===== src/rtl/vcl_pkg.sv =====
package vcl_pkg;
    localparam int BYTE_W = 8;

    // bit0 vendor kind, bit1 reserved kind, bit2 listed kind
    typedef enum logic [2:0] {
        LK_LOCKED  = 3'b000,
        LK_VS      = 3'b001,
        LK_RSV     = 3'b010,
        LK_VS_RSV  = 3'b011,
        LK_IND     = 3'b100,
        LK_VS_IND  = 3'b101,
        LK_RSV_IND = 3'b110,
        LK_ALL     = 3'b111
    } lock_state_e;

    typedef enum logic [1:0] {
        RK_STD   = 2'd0,
        RK_FWD   = 2'd1,
        RK_ABORT = 2'd2,
        RK_CTRL  = 2'd3
    } resp_kind_e;

    typedef enum logic [2:0] {
        OP_NONE    = 3'd0,
        OP_ADD_VS  = 3'd1,
        OP_ADD_RSV = 3'd2,
        OP_ADD_IND = 3'd3,
        OP_LOCK    = 3'd4
    } lock_op_e;

    typedef struct packed {
        logic              valid;
        logic [BYTE_W-1:0] cmd;
        logic [BYTE_W-1:0] feat;
        logic [BYTE_W-1:0] mask;
        logic [BYTE_W-1:0] proto;
    } tbl_entry_t;
endpackage


===== src/rtl/vcl_classify.sv =====
module vcl_classify
    import vcl_pkg::*;
#(
    parameter logic [BYTE_W-1:0] VS_LO     = 8'h80,
    parameter logic [BYTE_W-1:0] VS_HI     = 8'h8F,
    parameter logic [BYTE_W-1:0] RSV_LO    = 8'hF2,
    parameter logic [BYTE_W-1:0] RSV_HI    = 8'hFF,
    parameter logic [BYTE_W-1:0] CTRL_CODE = 8'hF1
) (
    input  logic [BYTE_W-1:0] code,
    output logic              is_ctrl,
    output logic              is_vs,
    output logic              is_rsv
);
    always_comb begin
        is_ctrl = (code == CTRL_CODE);
        is_vs   = !is_ctrl && (code >= VS_LO) && (code <= VS_HI);
        is_rsv  = !is_ctrl && (code >= RSV_LO) && (code <= RSV_HI);
    end
endmodule


===== src/rtl/vcl_lock_fsm.sv =====
module vcl_lock_fsm
    import vcl_pkg::*;
(
    input  logic        clk,
    input  logic        rst_n,
    input  logic        force_lock,
    input  lock_op_e    op,
    output lock_state_e state
);
    lock_state_e nxt;

    always_ff @(posedge clk) begin
        if (!rst_n || force_lock) state <= LK_LOCKED;
        else                      state <= nxt;
    end

    always_comb begin
        nxt = state;
        unique case (op)
            OP_NONE:    nxt = state;
            OP_ADD_VS:  nxt = lock_state_e'(state | LK_VS);
            OP_ADD_RSV: nxt = lock_state_e'(state | LK_RSV);
            OP_ADD_IND: nxt = lock_state_e'(state | LK_IND);
            OP_LOCK:    nxt = LK_LOCKED;
            default:    nxt = state;
        endcase
    end

    assert_force_locks_R1: assert property (@(posedge clk) disable iff (!rst_n)
        force_lock |=> state == LK_LOCKED);
    assert_lock_any_R6: assert property (@(posedge clk) disable iff (!rst_n)
        op == OP_LOCK |=> state == LK_LOCKED);
    assert_add_vs_R5: assert property (@(posedge clk) disable iff (!rst_n)
        (op == OP_ADD_VS && !force_lock) |=> state[0]);
    assert_hold_R13: assert property (@(posedge clk) disable iff (!rst_n)
        (op == OP_NONE && !force_lock) |=> $stable(state));
endmodule


===== src/rtl/vcl_proto_table.sv =====
module vcl_proto_table
    import vcl_pkg::*;
#(
    parameter int ENTRIES = 4
) (
    input  logic              clk,
    input  logic              rst_n,
    input  logic              clear,
    input  logic [BYTE_W-1:0] look_cmd,
    input  logic [BYTE_W-1:0] look_feat,
    output logic              hit,
    output logic [BYTE_W-1:0] hit_proto,
    input  logic              wr_req,
    input  logic [BYTE_W-1:0] wr_cmd,
    input  logic [BYTE_W-1:0] wr_feat,
    input  logic [BYTE_W-1:0] wr_mask,
    input  logic [BYTE_W-1:0] wr_proto,
    output logic              wr_ok
);
    tbl_entry_t         ent [ENTRIES];
    logic [ENTRIES-1:0] look_m, key_m, free_m, cand, wr_sel;

    for (genvar g = 0; g < ENTRIES; g++) begin : g_ent
        assign look_m[g] = ent[g].valid && (ent[g].cmd == look_cmd) &&
                           (((look_feat ^ ent[g].feat) & ent[g].mask) == '0);
        assign key_m[g]  = ent[g].valid && (ent[g].cmd == wr_cmd) &&
                           (ent[g].feat == wr_feat) && (ent[g].mask == wr_mask);
        assign free_m[g] = !ent[g].valid;
    end

    // existing key first, else free slot; lowest index by bit isolation
    assign cand   = (|key_m) ? key_m : free_m;
    assign wr_sel = cand & ((~cand) + ENTRIES'(1));
    assign wr_ok  = |cand;

    always_comb begin
        hit       = 1'b0;
        hit_proto = '0;
        for (int i = ENTRIES - 1; i >= 0; i--) begin
            if (look_m[i]) begin
                hit       = 1'b1;
                hit_proto = ent[i].proto;
            end
        end
    end

    always_ff @(posedge clk) begin
        for (int i = 0; i < ENTRIES; i++) begin
            if (!rst_n || clear)
                ent[i] <= '0;
            else if (wr_req && wr_sel[i])
                ent[i] <= '{1'b1, wr_cmd, wr_feat, wr_mask, wr_proto};
        end
    end

    assert_clear_empties_R6: assert property (@(posedge clk) disable iff (!rst_n)
        clear |=> !hit);
endmodule


===== src/rtl/vcmd_lock_gate.sv =====
module vcmd_lock_gate
    import vcl_pkg::*;
#(
    parameter int                ENTRIES      = 4,
    parameter logic [BYTE_W-1:0] VS_LO        = 8'h80,
    parameter logic [BYTE_W-1:0] VS_HI        = 8'h8F,
    parameter logic [BYTE_W-1:0] RSV_LO       = 8'hF2,
    parameter logic [BYTE_W-1:0] RSV_HI       = 8'hFF,
    parameter logic [BYTE_W-1:0] CTRL_CODE    = 8'hF1,
    parameter logic [BYTE_W-1:0] FT_UNL_VS    = 8'hD5,
    parameter logic [BYTE_W-1:0] FT_UNL_RSV   = 8'h12,
    parameter logic [BYTE_W-1:0] FT_UNL_IND   = 8'h32,
    parameter logic [BYTE_W-1:0] FT_LOCK      = 8'hF0,
    parameter logic [BYTE_W-1:0] FT_SET_GEN   = 8'h87,
    parameter logic [BYTE_W-1:0] FT_SET_ENT   = 8'h88,
    parameter logic [BYTE_W-1:0] ST_OK        = 8'h50,
    parameter logic [BYTE_W-1:0] ST_ABORT     = 8'h51,
    parameter logic [BYTE_W-1:0] ERR_ABORT    = 8'h04
) (
    input  logic              clk,
    input  logic              rst_n,
    input  logic              hw_reset_evt,
    input  logic              comreset_evt,
    input  logic              cominit_evt,
    input  logic              srst_evt,
    input  logic              cmd_valid,
    input  logic [BYTE_W-1:0] cmd_code,
    input  logic [BYTE_W-1:0] feat_code,
    input  logic [BYTE_W-1:0] arg_cmd,
    input  logic [BYTE_W-1:0] arg_feat,
    input  logic [BYTE_W-1:0] arg_mask,
    input  logic [BYTE_W-1:0] arg_proto,
    output logic              res_valid,
    output logic [1:0]        res_kind,
    output logic [BYTE_W-1:0] res_proto,
    output logic [BYTE_W-1:0] res_status,
    output logic [BYTE_W-1:0] res_error
);
    lock_state_e       lock_state;
    logic [2:0]        kinds;
    lock_op_e          op_d, op_go;
    resp_kind_e        kind_d;
    logic [BYTE_W-1:0] proto_d, gen_proto, pick;
    logic              force_lock, cmd_go, gen_we, ent_we, take;
    logic              is_ctrl, is_vs, is_rsv;
    logic              tbl_hit, tbl_wr_ok, tbl_clear;
    logic [BYTE_W-1:0] tbl_proto;

    assign force_lock = hw_reset_evt || comreset_evt || cominit_evt;
    assign cmd_go     = cmd_valid && !force_lock;
    assign kinds      = lock_state;
    assign op_go      = cmd_go ? op_d : OP_NONE;
    assign tbl_clear  = force_lock || (op_go == OP_LOCK);

    vcl_classify #(.VS_LO(VS_LO), .VS_HI(VS_HI), .RSV_LO(RSV_LO),
                   .RSV_HI(RSV_HI), .CTRL_CODE(CTRL_CODE)) u_cls (
        .code(cmd_code), .is_ctrl(is_ctrl), .is_vs(is_vs), .is_rsv(is_rsv));

    vcl_lock_fsm u_fsm (
        .clk(clk), .rst_n(rst_n), .force_lock(force_lock),
        .op(op_go), .state(lock_state));

    vcl_proto_table #(.ENTRIES(ENTRIES)) u_tbl (
        .clk(clk), .rst_n(rst_n), .clear(tbl_clear),
        .look_cmd(cmd_code), .look_feat(feat_code),
        .hit(tbl_hit), .hit_proto(tbl_proto),
        .wr_req(cmd_go && ent_we), .wr_cmd(arg_cmd), .wr_feat(arg_feat),
        .wr_mask(arg_mask), .wr_proto(arg_proto), .wr_ok(tbl_wr_ok));

    // verdict for the presented command
    always_comb begin
        kind_d  = RK_STD;
        proto_d = '0;
        op_d    = OP_NONE;
        gen_we  = 1'b0;
        ent_we  = 1'b0;
        take    = 1'b0;
        pick    = '0;
        if (is_ctrl) begin
            kind_d = RK_CTRL;
            unique case (feat_code)
                FT_UNL_VS:  op_d = OP_ADD_VS;
                FT_UNL_RSV: op_d = OP_ADD_RSV;
                FT_UNL_IND: op_d = OP_ADD_IND;
                FT_LOCK:    op_d = OP_LOCK;
                FT_SET_GEN: if (lock_state != LK_LOCKED) gen_we = 1'b1;
                            else kind_d = RK_ABORT;
                FT_SET_ENT: if (lock_state != LK_LOCKED && tbl_wr_ok) ent_we = 1'b1;
                            else kind_d = RK_ABORT;
                default:    kind_d = RK_ABORT;
            endcase
        end else if (is_vs || is_rsv) begin
            if (kinds[2] && tbl_hit) begin
                take = 1'b1;
                pick = tbl_proto;
            end else if ((is_vs && kinds[0]) || (is_rsv && kinds[1])) begin
                take = 1'b1;
                pick = gen_proto;
            end
            if (take && pick != '0) begin
                kind_d  = RK_FWD;
                proto_d = pick;
            end else begin
                kind_d = RK_ABORT;
            end
        end
    end

    always_ff @(posedge clk) begin
        if (!rst_n || tbl_clear) gen_proto <= '0;
        else if (cmd_go && gen_we) gen_proto <= arg_proto;
    end

    always_ff @(posedge clk) begin
        if (!rst_n) begin
            res_valid  <= 1'b0;
            res_kind   <= RK_STD;
            res_proto  <= '0;
            res_status <= '0;
            res_error  <= '0;
        end else begin
            res_valid <= cmd_go;
            if (cmd_go) begin
                res_kind   <= kind_d;
                res_proto  <= proto_d;
                res_status <= (kind_d == RK_ABORT) ? ST_ABORT : ST_OK;
                res_error  <= (kind_d == RK_ABORT) ? ERR_ABORT : '0;
            end
        end
    end

    assert_drop_on_evt_R1: assert property (@(posedge clk) disable iff (!rst_n)
        force_lock |=> !res_valid);
    assert_srst_inert_R2: assert property (@(posedge clk) disable iff (!rst_n)
        (srst_evt && !cmd_valid && !force_lock) |=> ($stable(lock_state) && $stable(gen_proto)));
    assert_locked_abort_R3: assert property (@(posedge clk) disable iff (!rst_n)
        (cmd_go && lock_state == LK_LOCKED && (is_vs || is_rsv)) |=> res_kind == RK_ABORT);
    assert_std_pass_R4: assert property (@(posedge clk) disable iff (!rst_n)
        (cmd_go && !is_ctrl && !is_vs && !is_rsv) |=> (res_valid && res_kind == RK_STD));
    assert_fwd_nonzero_R8: assert property (@(posedge clk) disable iff (!rst_n)
        (res_valid && res_kind == RK_FWD) |-> res_proto != '0);
    assert_locked_no_hit_R9: assert property (@(posedge clk) disable iff (!rst_n)
        lock_state == LK_LOCKED |-> !tbl_hit);
    assert_one_reply_R12: assert property (@(posedge clk) disable iff (!rst_n)
        cmd_go |=> res_valid);
endmodule


===== config.mk =====
export PLATFORM = sky130hd
export DESIGN_NAME = vcmd_lock_gate
export DESIGN_NICKNAME = d
export VERILOG_FILES = /design/src/rtl/vcl_pkg.sv /design/src/rtl/vcl_classify.sv /design/src/rtl/vcl_lock_fsm.sv /design/src/rtl/vcl_proto_table.sv /design/src/rtl/vcmd_lock_gate.sv
export SDC_FILE = /design/constraint.sdc
export NUM_CORES = 1
export LEC_CHECK = 0
export ABC_CLOCK_PERIOD_IN_PS = 7450
export BUFFER_PORTS_ARGS = -buffer_cell sky130_fd_sc_hd__buf_2
export CAP_MARGIN = 0
export CORE_MARGIN = 3
export CORE_UTILIZATION = 60
export DETAILED_ROUTE_END_ITERATION = 12
export PLACE_DENSITY = 0.8
export SLEW_MARGIN = 0
export SYNTH_ARGS = -nofsm -noshare
export SYNTH_HDL_FRONTEND = slang
export SYNTH_HIERARCHICAL = 1
export SYNTH_SLANG_ARGS = --single-unit
export TNS_END_PERCENT = 10

===== constraint.sdc =====
create_clock -name clk -period 7.45 [get_ports clk]
set_input_delay 0.745 -clock clk [delete_from_list [all_inputs] [get_ports clk]]
set_output_delay 0.745 -clock clk [all_outputs]
set_load 0.02 [all_outputs]

==> flow_metrics.env, run 1 <==
export IMPL_outcome="completed"
export IMPL_number_of_antenna_violations_at_the_first_check_in_global_routing=0
export IMPL_cp_slowest_cell="nand3_4"
export IMPL_power_per_cell_area_nw_per_um2=188
export IMPL_detail_route_antenna_nets=0
export IMPL_finalNetCount=943
export IMPL_finalSetupViolations=0
export IMPL_grt_ovfl_total=0
export IMPL_routabilityCongestion=0.957
export IMPL_cts_tree="yes"
export IMPL_gr_usage_met1=0.390
export IMPL_placementRows=46
export IMPL_required_ns=7.69
export IMPL_cp_data_arrival_time_ns=5.24
export IMPL_chipHeight_um=134
export IMPL_die_width_um=134
export IMPL_crit_path_max_fanout=56
export IMPL_post_cts_hold_buffer_count=0
export IMPL_die_area_um2=18000
export IMPL_diodes=0
export IMPL_synth_edff_count=131
export IMPL_timing_critical_path_slowest_cell_delay_ns=0.83
export IMPL_timing_final_crit_share=0.671
export IMPL_hold_path_end="res_proto[4]$_SDFFE_PN0P_"
export IMPL_synth_cell_type_count=61
export IMPL_setup_slack_on_the_worst_flop_to_flop_path_ns=2.53
export IMPL_layout_cells_most_common="edfxtp_1"
export IMPL_initial_core_util=0.616
export IMPL_clkLatencyLatePin_ns=0.43
export IMPL_power_leakage_nw=3.63
export IMPL_slew_headroom=0.201
export IMPL_grt_met3_usage=0.0555
export IMPL_synthesis_instances=864
export IMPL_firstDrtPassIters=7
export IMPL_num_cts_buffers=17
export IMPL_global_route_peak_usage_layer="met2"
export IMPL_syn_area_per_cell_um2=11.4
export IMPL_post_cts_resized_instances=0
export IMPL_totalNegativeSetupSlack_ns=0
export IMPL_fin_cells=1117
export IMPL_setup_worst_path_class="input pin to flip-flop"
export IMPL_ys_async_sr_fraction=0
export IMPL_flow_area_growth_from_synthesis_pct=9.77
export IMPL_yosys_most_used_dff="edfxtp_1"
export IMPL_io_buffers=68
export IMPL_use_met2=0.450
export IMPL_timing_final_crit_period_ns=5.00
export IMPL_grt_setup_unrepaired="no"
export IMPL_clock_tree_buffer_depth=2
export IMPL_path_clk_slew_ns=0.08
export IMPL_tightest_slew_ns=1.18
export IMPL_crit_path_start_kind="input pin"
export IMPL_vdd_drop_max_uv=162
export IMPL_clock_root_buffer="clkbuf_16"
export IMPL_final_design_area_no_fill_um2=10800
export IMPL_drt_wirelength_per_cell_um=22.8
export IMPL_yosys_warnings=6
export IMPL_holdCritPathClass="flip-flop to flip-flop"
export IMPL_synth_ff_latch_count=156
export IMPL_fmaxAchievable_ghz=0.200
export IMPL_wl_um=25500
export IMPL_cts_setup_buffers=0
export IMPL_crit_chain="buf_2 -> xor2_1 -> or4_1 -> nor4_2 -> nand4_2 -> and3_1 -> nand3_1 -> nand3b_1 -> nor3_1 -> nand3_4 -> buf_4 -> nor4b_2"
export IMPL_worst_r2r_endpoint="u_tbl/ent[3][10]$_SDFFCE_PN0P_"
export IMPL_remaining_drc_errors=0
export IMPL_synth_sequential_area_ratio=0.450
export IMPL_via_count=7399
export IMPL_layout_cell_share_with_drive_strength_beyond_1=0.231
export IMPL_grt_start_max_net_pins=57
export IMPL_drt_vias_per_instance=6.62
export IMPL_timing_max_transition_violations_final=0
export IMPL_rr_startpoint="u_tbl/ent[0][28]$_SDFFCE_PN0P_"
export IMPL_global_route_usage_total=0.281
export IMPL_worstHoldPathCells=2
export IMPL_syn_area_um2=9860
export IMPL_place_inst=1085
export IMPL_cts_sinks=156
export IMPL_end_kind="flip-flop"
export IMPL_detail_route_iter0_violations=811
export IMPL_worst_clock_skew_ns=0.0138
export IMPL_final_cell_mix="edfxtp_1 (131), xnor2_1 (88), xor2_1 (74)"
export IMPL_grt_pass1_wl_um=39000
export IMPL_vias_in_the_first_global_route=7116
export IMPL_htree_num_levels=4
export IMPL_placeableCoreArea_um2=16000
export IMPL_floorplan_io_pins=82
export IMPL_hpwlAfterDp_um=17800
export IMPL_timing_final_hold_violations=0
export IMPL_logic_depth_of_the_worst_register_to_register_path=10
export IMPL_timing_max_cap_violations=0
export IMPL_report_power_total_w=0.00203
export IMPL_placement_cell_area_um2=10200
export IMPL_timing_hold_worst_start="res_proto[4]$_SDFFE_PN0P_"
cell usage after synthesis (all sizes together), types with 2 or more instances:
| library cell | instances | area share |
|---|---|---|
| xor2 | 74 | 0.066 |
| o21ai | 19 | 0.0096 |
| nor4bb | 2 | 0.0020 |
| nor2b | 8 | 0.0051 |
| nor3 | 20 | 0.012 |
| and2 | 4 | 0.0027 |
| a2111o | 2 | 0.0023 |
| mux2i | 16 | 0.016 |
| and3 | 2 | 0.0013 |
| a222oi | 4 | 0.0041 |
| o31ai | 6 | 0.0046 |
| a21oi | 7 | 0.0036 |
| xnor2 | 88 | 0.078 |
| a31oi | 2 | 0.0019 |
| or4 | 4 | 0.0030 |
| nand4 | 39 | 0.025 |
| nor2 | 28 | 0.011 |
| or3 | 2 | 0.0013 |
| nor4b | 101 | 0.12 |
| nor4 | 52 | 0.049 |
| dfxtp | 25 | 0.051 |
| a22oi | 26 | 0.020 |
| inv | 22 | 0.0084 |
| clkbuf | 41 | 0.016 |
| or2 | 3 | 0.0019 |
| buf | 46 | 0.031 |
| nand3b | 2 | 0.0015 |
| edfxtp | 131 | 0.40 |
| nand2b | 3 | 0.0019 |
| nand3 | 16 | 0.0081 |
| and4 | 4 | 0.0038 |
| nand2 | 42 | 0.017 |
| a41oi | 2 | 0.0033 |
| o211ai | 2 | 0.0015 |
| o21bai | 8 | 0.0061 |
worst max path at each step:
stage / to / slack (ns) / start / cells after the start
after floorplan: u_tbl/ent[0][0]$_SDFFCE_PN0P_ / 1.49 / arg_mask[6] / 12
after global placement: u_tbl/ent[3][20]$_SDFFCE_PN0P_ / 2.25 / arg_mask[5] / 12
after detailed placement: u_tbl/ent[3][30]$_SDFFCE_PN0P_ / 2.19 / arg_mask[5] / 12
after CTS: u_tbl/ent[2][15]$_DFFE_PP_ / 2.60 / arg_mask[5] / 12
after global routing: u_tbl/ent[2][15]$_DFFE_PP_ / 2.28 / arg_cmd[4] / 11
final: u_tbl/ent[3][10]$_SDFFCE_PN0P_ / 2.45 / arg_mask[5] / 12
registers in the layout (all words and copies together) (netlist names):
register	cells
u_tbl/ent	132
gen_proto	8
res_proto	8
u_fsm/state	3
res_kind	2
res_status	2
res_valid	1
logic make-up (layout without fill, tap and decap cells):
group / count (synthesis) / after routing / synth area share
and+or+nand+nor: 336 / 336 / 0.273
xor gates and xnor gates: 162 / 162 / 0.144
DFF: 156 / 156 / 0.450
buffers and inverters: 110 / 136 / 0.0557
AOI/OAI and AO/OA: 83 / 83 / 0.0611
muxes: 16 / 16 / 0.0162
other: 1 / 12 / 0.000380
routing by layer:
metal  wire length [um]  part of all wire  vias to the layer above
li1                   -                 -                     3298
met1              10700              0.42                     3625
met2              12000              0.47                      429
met3               2150             0.084                       47
met4                554             0.022                        0
met5                  0                 0                        -
power breakdown:
part	internal [W]	switching, W	total, W
logic	0.0000685	0.000132	0.000201
registers	0.000955	0.0000135	0.000969
clock network	0.000453	0.000409	0.000862
total	0.00148	0.000555	0.00203
per-stage QoR:
step,util,hold slack [ns],setup slack [ns]
floorplan,-,0.473,1.49
global placement,0.639,0.432,2.25
detailed placement,0.639,0.438,2.19
CTS,0.676,0.456,2.60
global route,0.676,0.471,2.28
finish,0.676,0.451,2.45
area by class of cell:
| cell class | instances | area (um^2) |
|---|---|---|
| inverter | 23 | 86.3 |
| timing repair buffer | 81 | 438 |
| tap | 216 | 270 |
| sequential | 156 | 4430 |
| fill | 1190 | 5180 |
| multi-input combinational | 609 | 5000 |
| clock buffer | 17 | 425 |
| clock inverter | 15 | 166 |
critical path, delay by kind of cell:
family                 cells  cell delay [ns]
XOR/XNOR                   1             0.13
buffers and inverters      2             0.88
AND/OR/NAND/NOR            9             3.43
(Power assumes the default switching activity.)
==> inputs of run 2 (changes only) <==
--- a/config.mk
+++ b/config.mk
@@ -5,13 +5,14 @@
 export SDC_FILE = /design/constraint.sdc
 export NUM_CORES = 1
 export LEC_CHECK = 0
-export ABC_CLOCK_PERIOD_IN_PS = 7450
+export ABC_AREA = 1
+export ABC_CLOCK_PERIOD_IN_PS = 4400
 export BUFFER_PORTS_ARGS = -buffer_cell sky130_fd_sc_hd__buf_2
 export CAP_MARGIN = 0
 export CORE_MARGIN = 3
-export CORE_UTILIZATION = 60
+export CORE_UTILIZATION = 55
 export DETAILED_ROUTE_END_ITERATION = 12
-export PLACE_DENSITY = 0.8
+export PLACE_DENSITY = 0.77
 export SLEW_MARGIN = 0
 export SYNTH_ARGS = -nofsm -noshare
 export SYNTH_HDL_FRONTEND = slang
==> constraint.sdc (replaced) <==
create_clock -name clk -period 4.4 [get_ports clk]
set_input_delay 0.44 -clock clk [delete_from_list [all_inputs] [get_ports clk]]
set_output_delay 0.44 -clock clk [all_outputs]
set_load 0.02 [all_outputs]
==> flow_metrics.env, run 2 <==
export IMPL_synth_cell_type_count=45
export IMPL_grt_ovfl_total=0
export IMPL_path_clk_slew_ns=0.06
export IMPL_crit_path_most_repeated_cell="nand2_1"
export IMPL_htree_num_levels=4
export IMPL_die_area_um2=18800
export IMPL_met2_length_um=12100
export IMPL_yosys_most_used_dff="edfxtp_1"
export IMPL_crit_path_start_kind="flip-flop"
export IMPL_number_of_flip_flops_in_the_largest_register=132
export IMPL_grt_start_max_net_pins=29
export IMPL_detail_route_antenna_nets=0
export IMPL_drt_wirelength_per_cell_um=16.7
export IMPL_power_leakage_nw=4.81
export IMPL_post_synth_top_area_cell="edfxtp_1"
export IMPL_totalNegativeSetupSlack_ns=0
export IMPL_routabilityCongestion=0.945
export IMPL_top_signal_layer_used="met4"
export IMPL_clkLatencyLatePin_ns=0.43
export IMPL_ys_async_sr_fraction=0
export IMPL_finalSetupViolations=0
export IMPL_crit_path_max_fanout=28
export IMPL_cts_sinks=156
export IMPL_detail_route_iter0_violations=785
export IMPL_synth_top_cells_by_area="edfxtp_1 (42%), nand2_1 (14%), nor2_1 (7.8%)"
export IMPL_cts_setup_buffers=0
export IMPL_cp_slowest_cell="nor3_1"
export IMPL_flow_area_growth_from_synthesis_pct=11.9
export IMPL_floorplan_io_pins=82
export IMPL_synth_sequential_area_ratio=0.470
export IMPL_setup_worst_path_class="flip-flop to flip-flop"
export IMPL_die_width_um=137
export IMPL_layout_top_registers="u_tbl/ent x132, gen_proto x8, res_proto x8"
export IMPL_chipHeight_um=137
export IMPL_num_cts_buffers=17
export IMPL_syn_area_um2=9430
export IMPL_synth_most_common_cell="nand2_1"
export IMPL_n_fill_cell=1484
export IMPL_cts_tree="yes"
export IMPL_timing_final_hold_violations=0
export IMPL_grt_pass1_wl_um=40600
export IMPL_met3_wirelength_um=2330
export IMPL_synth_largest_type_area_fraction=0.417
export IMPL_outcome="completed"
export IMPL_tightest_slew_ns=0.933
export IMPL_clock_root_buffer="clkbuf_16"
export IMPL_post_cts_resized_instances=0
export IMPL_registers_top_by_ff_count="u_tbl/ent"
export IMPL_timing_final_crit_share=0.846
export IMPL_diodes=0
export IMPL_vdd_drop_max_uv=302
export IMPL_post_route_util=0.632
export IMPL_sum_of_routed_wire_segments_on_met1_um=10500
export IMPL_yosys_warnings=6
export IMPL_end_kind="flip-flop"
export IMPL_drt_vias_per_instance=5.38
export IMPL_finalNetCount=1369
export IMPL_post_cts_hold_buffer_count=0
export IMPL_synth_cells_most_frequent="nand2_1 (362), nor2_1 (196), inv_1 (149), edfxtp_1 (131), nor2_2 (53)"
export IMPL_via_count=8329
export IMPL_worst_clock_skew_ns=0.00980
export IMPL_placeableCoreArea_um2=16700
export IMPL_io_buffers=68
export IMPL_timing_max_cap_violations=0
export IMPL_remaining_drc_errors=0
export IMPL_firstDrtPassIters=5
export IMPL_placementRows=47
export IMPL_grt_setup_unrepaired="no"
export IMPL_layout_cells_most_common="nand2_1"
export IMPL_clock_tree_buffer_depth=2
export IMPL_initial_core_util=0.565
export IMPL_synth_ff_latch_count=156
export IMPL_vias_in_the_first_global_route=7881
export IMPL_syn_area_per_cell_um2=7.61
export IMPL_timing_critical_path_slowest_cell_delay_ns=0.47
export IMPL_cp_data_arrival_time_ns=3.83
export IMPL_holdCritPathClass="input pin to flip-flop"
export IMPL_slew_headroom=0.376
export IMPL_crit_chain="inv_1 -> nand2_1 -> nand2_1 -> nor2_1 -> nand2_1 -> nor2_1 -> nand2_1 -> nor2_1 -> nor2_2 -> nand3_2 -> nand2_1 -> nor2_4 -> nand4_1 -> nand4_1 -> nor3_1 -> a21boi_1 -> nand2_1 -> nand2_1 -> buf_12"
export IMPL_timing_final_crit_period_ns=3.72
export IMPL_final_cell_mix="nand2_1 (362), nor2_1 (196), inv_1 (149)"
export IMPL_wl_um=25800
export IMPL_timing_max_transition_violations_final=0
export IMPL_synth_edff_count=131
export IMPL_power_per_cell_area_nw_per_um2=322
export IMPL_number_of_antenna_violations_at_the_first_check_in_global_routing=0
export IMPL_required_ns=4.51
export IMPL_layout_cell_share_with_drive_strength_beyond_1=0.165
export IMPL_synthesis_instances=1240
export IMPL_global_route_usage_total=0.286
export IMPL_hpwlAfterDp_um=18900
export IMPL_fmaxAchievable_ghz=0.269
[run 2: changes by cell type in the layout (fill, tap and decap cells not counted), moves of 30 or more]
cell     change
nand2_1    +321
nor2_1     +169
xnor2_1     -59
inv_2       +30
nor2_2      +52
a21oi_1     +43
nor4b_2     -50
o21ai_0     +31
xor2_1      -71
nor4b_1     -50
inv_1      +127
[run 2: worst max-delay path: cells and delay by family, from the launching register on]
kind,cells,cell delay [ns]
compound gates,1,0.42
buf+inv,2,0.35
flops,1,0.45
simple gates,16,2.14
[run 2: cell families after synthesis]
| group | synth area share |
|---|---|
| buffers and inverters | 0.100 |
| XOR/XNOR | 0.0297 |
| AND/OR/NAND/NOR | 0.319 |
| other | 0.000398 |
| AO/OA/AOI/OAI | 0.0800 |
| flip-flops | 0.470 |
[run 2: layer usage]
metal  global-route usage  vias to the layer above
met4                0.124                        0
li1                     -                     4044
met2                0.461                      418
met3               0.0511                       68
met1                0.380                     3799
met5                    0                        -
[run 2: cell type report]
class                      instances  area, um^2  share of cell area
sequential                       156        4430               0.420
clock inverter                     3        17.5             0.00166
inverter                         180         681              0.0645
timing repair buffer              81         475              0.0451
multi-input combinational        878        4090               0.388
tap                              220         275              0.0261
clock buffer                      29         574              0.0544
[run 2: path summary, 6_finish.rpt]
check | start | end | slack [ns] | depth (start not counted)
min reg2reg | gen_proto[2]$_SDFFE_PP0P_ | gen_proto[2]$_SDFFE_PP0P_ | 0.46 | 2
max reg2reg | u_tbl/ent[0][27]$_SDFFCE_PN0P_ | u_tbl/ent[2][4]$_DFFE_PP_ | 0.68 | 19
max | u_tbl/ent[0][27]$_SDFFCE_PN0P_ | u_tbl/ent[2][4]$_DFFE_PP_ | 0.68 | 19
min | arg_proto[0] | gen_proto[0]$_SDFFE_PP0P_ | 0.28 | 3
[run 2: report_power, final]
part           switching [W]  internal [W]  leakage, nW
clock               0.000568      0.000885        0.294
sequential         0.0000210       0.00162         1.77
combinational       0.000211     0.0000899         2.74
[run 2: stage by stage]
| step | instance area [um^2] | power (W) | instances | worst slack [ns] | hold WS, ns |
|---|---|---|---|---|---|
| after floorplan | 9470 | 0.00185 | 1251 | 0.891 | 0.441 |
| after global routing | 10600 | 0.00351 | 1547 | 0.504 | 0.285 |
| after global placement | 9960 | 0.00196 | 1515 | 0.729 | 0.451 |
| after detailed placement | 9960 | 0.00197 | 1515 | 0.650 | 0.453 |
| final | 10600 | 0.00339 | 1547 | 0.679 | 0.279 |
| after CTS | 10600 | 0.00341 | 1547 | 0.795 | 0.263 |
==> inputs of run 3 (changes only) <==
--- a/config.mk
+++ b/config.mk
@@ -6,13 +6,13 @@
 export NUM_CORES = 1
 export LEC_CHECK = 0
 export ABC_AREA = 1
-export ABC_CLOCK_PERIOD_IN_PS = 4400
+export ABC_CLOCK_PERIOD_IN_PS = 3620
 export BUFFER_PORTS_ARGS = -buffer_cell sky130_fd_sc_hd__buf_2
 export CAP_MARGIN = 0
 export CORE_MARGIN = 3
-export CORE_UTILIZATION = 55
+export CORE_UTILIZATION = 60
 export DETAILED_ROUTE_END_ITERATION = 12
-export PLACE_DENSITY = 0.77
+export PLACE_DENSITY = 0.8
 export SLEW_MARGIN = 0
 export SYNTH_ARGS = -nofsm -noshare
 export SYNTH_HDL_FRONTEND = slang
==> constraint.sdc (replaced) <==
create_clock -name clk -period 3.62 [get_ports clk]
set_input_delay 0.362 -clock clk [delete_from_list [all_inputs] [get_ports clk]]
set_output_delay 0.362 -clock clk [all_outputs]
set_load 0.02 [all_outputs]
==> flow_metrics.env, run 3 (synthesis gave the netlist of run 2 again) <==
export IMPL_finalSetupViolations=0
export IMPL_clkLatencyLatePin_ns=0.43
export IMPL_power_per_cell_area_nw_per_um2=407
export IMPL_layout_cell_share_with_drive_strength_beyond_1=0.172
export IMPL_vdd_drop_max_uv=327
export IMPL_cts_tree="yes"
export IMPL_floorplan_io_pins=82
export IMPL_finalNetCount=1376
export IMPL_worst_clock_skew_ns=0.0138
export IMPL_cp_data_arrival_time_ns=3.50
export IMPL_num_cts_buffers=17
export IMPL_flow_area_growth_from_synthesis_pct=13.1
export IMPL_crit_path_max_fanout=23
export IMPL_die_area_um2=17300
export IMPL_setup_worst_path_class="flip-flop to flip-flop"
export IMPL_timing_final_crit_share=0.921
export IMPL_placeableCoreArea_um2=15300
export IMPL_fin_cells=1545
export IMPL_io_buffers=68
export IMPL_outcome="completed"
export IMPL_totalNegativeSetupSlack_ns=0
export IMPL_number_of_antenna_violations_at_the_first_check_in_global_routing=0
export IMPL_place_inst=1513
export IMPL_drt_vias_per_instance=5.50
export IMPL_diodes=0
export IMPL_slew_headroom=0.394
export IMPL_cts_setup_buffers=0
export IMPL_initial_core_util=0.616
export IMPL_drt_wirelength_per_cell_um=16.7
export IMPL_post_cts_resized_instances=0
export IMPL_via_count=8496
export IMPL_vias_in_the_first_global_route=7739
export IMPL_layout_cells_most_common="nand2_1"
export IMPL_registers_top_by_ff_count="u_tbl/ent"
export IMPL_power_leakage_nw=4.86
export IMPL_end_kind="flip-flop"
export IMPL_holdCritPathClass="input pin to flip-flop"
export IMPL_wl_um=25700
export IMPL_grt_start_max_net_pins=29
export IMPL_final_setup_worst_slack_ns=0.286
export IMPL_crit_path_start_kind="flip-flop"
export IMPL_fmaxAchievable_ghz=0.300
export IMPL_timing_max_cap_violations=0
export IMPL_cts_sinks=156
export IMPL_timing_final_crit_period_ns=3.33
export IMPL_routabilityCongestion=0.955
export IMPL_htree_num_levels=4
export IMPL_grt_setup_unrepaired="no"
export IMPL_chipHeight_um=131
export IMPL_tightest_slew_ns=0.905
export IMPL_n_fill_cell=1290
export IMPL_die_width_um=131
export IMPL_remaining_drc_errors=0
export IMPL_firstDrtPassIters=5
export IMPL_post_cts_hold_buffer_count=0
export IMPL_clock_root_buffer="clkbuf_16"
export IMPL_detail_route_antenna_nets=0
export IMPL_detail_route_iter0_violations=1012
export IMPL_report_power_total_w=0.00434
export IMPL_grt_ovfl_total=0
export IMPL_layout_top_registers="u_tbl/ent x132, gen_proto x8, res_proto x8"
export IMPL_timing_max_transition_violations_final=0
export IMPL_required_ns=3.79
export IMPL_hpwlAfterDp_um=18300
export IMPL_grt_pass1_wl_um=39900
export IMPL_clock_tree_buffer_depth=2
export IMPL_timing_final_hold_violations=0
export IMPL_placement_setup_worst_slack_ns=0.211
export IMPL_placementRows=45
export IMPL_global_route_usage_total=0.295
export IMPL_number_of_flip_flops_in_the_largest_register=132
export IMPL_path_clk_slew_ns=0.06
export IMPL_final_cell_mix="nand2_1 (362), nor2_1 (196), inv_1 (149)"
==> run 3: through the flow <==
step / instance area (um^2) / utilization / hold slack [ns]
after floorplan: 9470 / - / 0.441
after global placement: 10000 / 0.654 / 0.453
after detailed placement: 10000 / 0.654 / 0.455
after CTS: 10700 / 0.696 / 0.185
after global routing: 10700 / 0.696 / 0.205
final: 10700 / 0.696 / 0.196
==> run 3: routing by layer <==
metal	GRT usage	share of wire
met1	0.400	0.41
met2	0.470	0.46
met3	0.0570	0.097
met4	0.117	0.030
met5	0	0
==> run 3: layout make-up <==
cell class / count / area (um^2) / area share
Tap cell: 211 / 264 / 0.0248
Timing Repair Buffer: 88 / 541 / 0.0507
Sequential cell: 156 / 4430 / 0.416
Inverter: 180 / 681 / 0.0638
Clock inverter: 13 / 215 / 0.0202
Clock buffer: 19 / 433 / 0.0406
Multi-Input combinational cell: 878 / 4100 / 0.384
==> run 3: final timing paths <==
kind	start	to	slack [ns]	cells after the start
max reg2reg	u_tbl/ent[3][14]$_SDFFCE_PN0P_	u_tbl/ent[2][15]$_DFFE_PP_	0.29	21
max	u_tbl/ent[3][14]$_SDFFCE_PN0P_	u_tbl/ent[2][15]$_DFFE_PP_	0.29	21
min reg2reg	gen_proto[2]$_SDFFE_PP0P_	gen_proto[2]$_SDFFE_PP0P_	0.46	2
min	arg_proto[3]	gen_proto[3]$_SDFFE_PP0P_	0.20	3
==> run 3: worst max-delay path, cell delays in order, from the launching register on <==
cell      delay [ns]
edfxtp_1        0.36
inv_1           0.09
nand2_1         0.07
nand2_1         0.05
nor2_1          0.17
nand3_1         0.10
nor2_1          0.26
nand2_1         0.11
nor2_2          0.16
nor2_4          0.07
nand3_2         0.06
nand2_2         0.11
nor2_4          0.19
nand4_1         0.16
nand4_1         0.13
nor3_1          0.06
buf_4           0.15
a21boi_1        0.13
buf_4           0.14
nand3_4         0.05
buf_4           0.35
nor2_1          0.08
==> run 3: report_power, final <==
group	total, W	internal (W)	leakage (nW)	switching, W
Sequential	0.00199	0.00197	1.77	0.0000257
Combinational	0.000370	0.000112	2.79	0.000258
Clock	0.00198	0.00123	0.300	0.000751
Total	0.00434	0.00331	4.86	0.00103
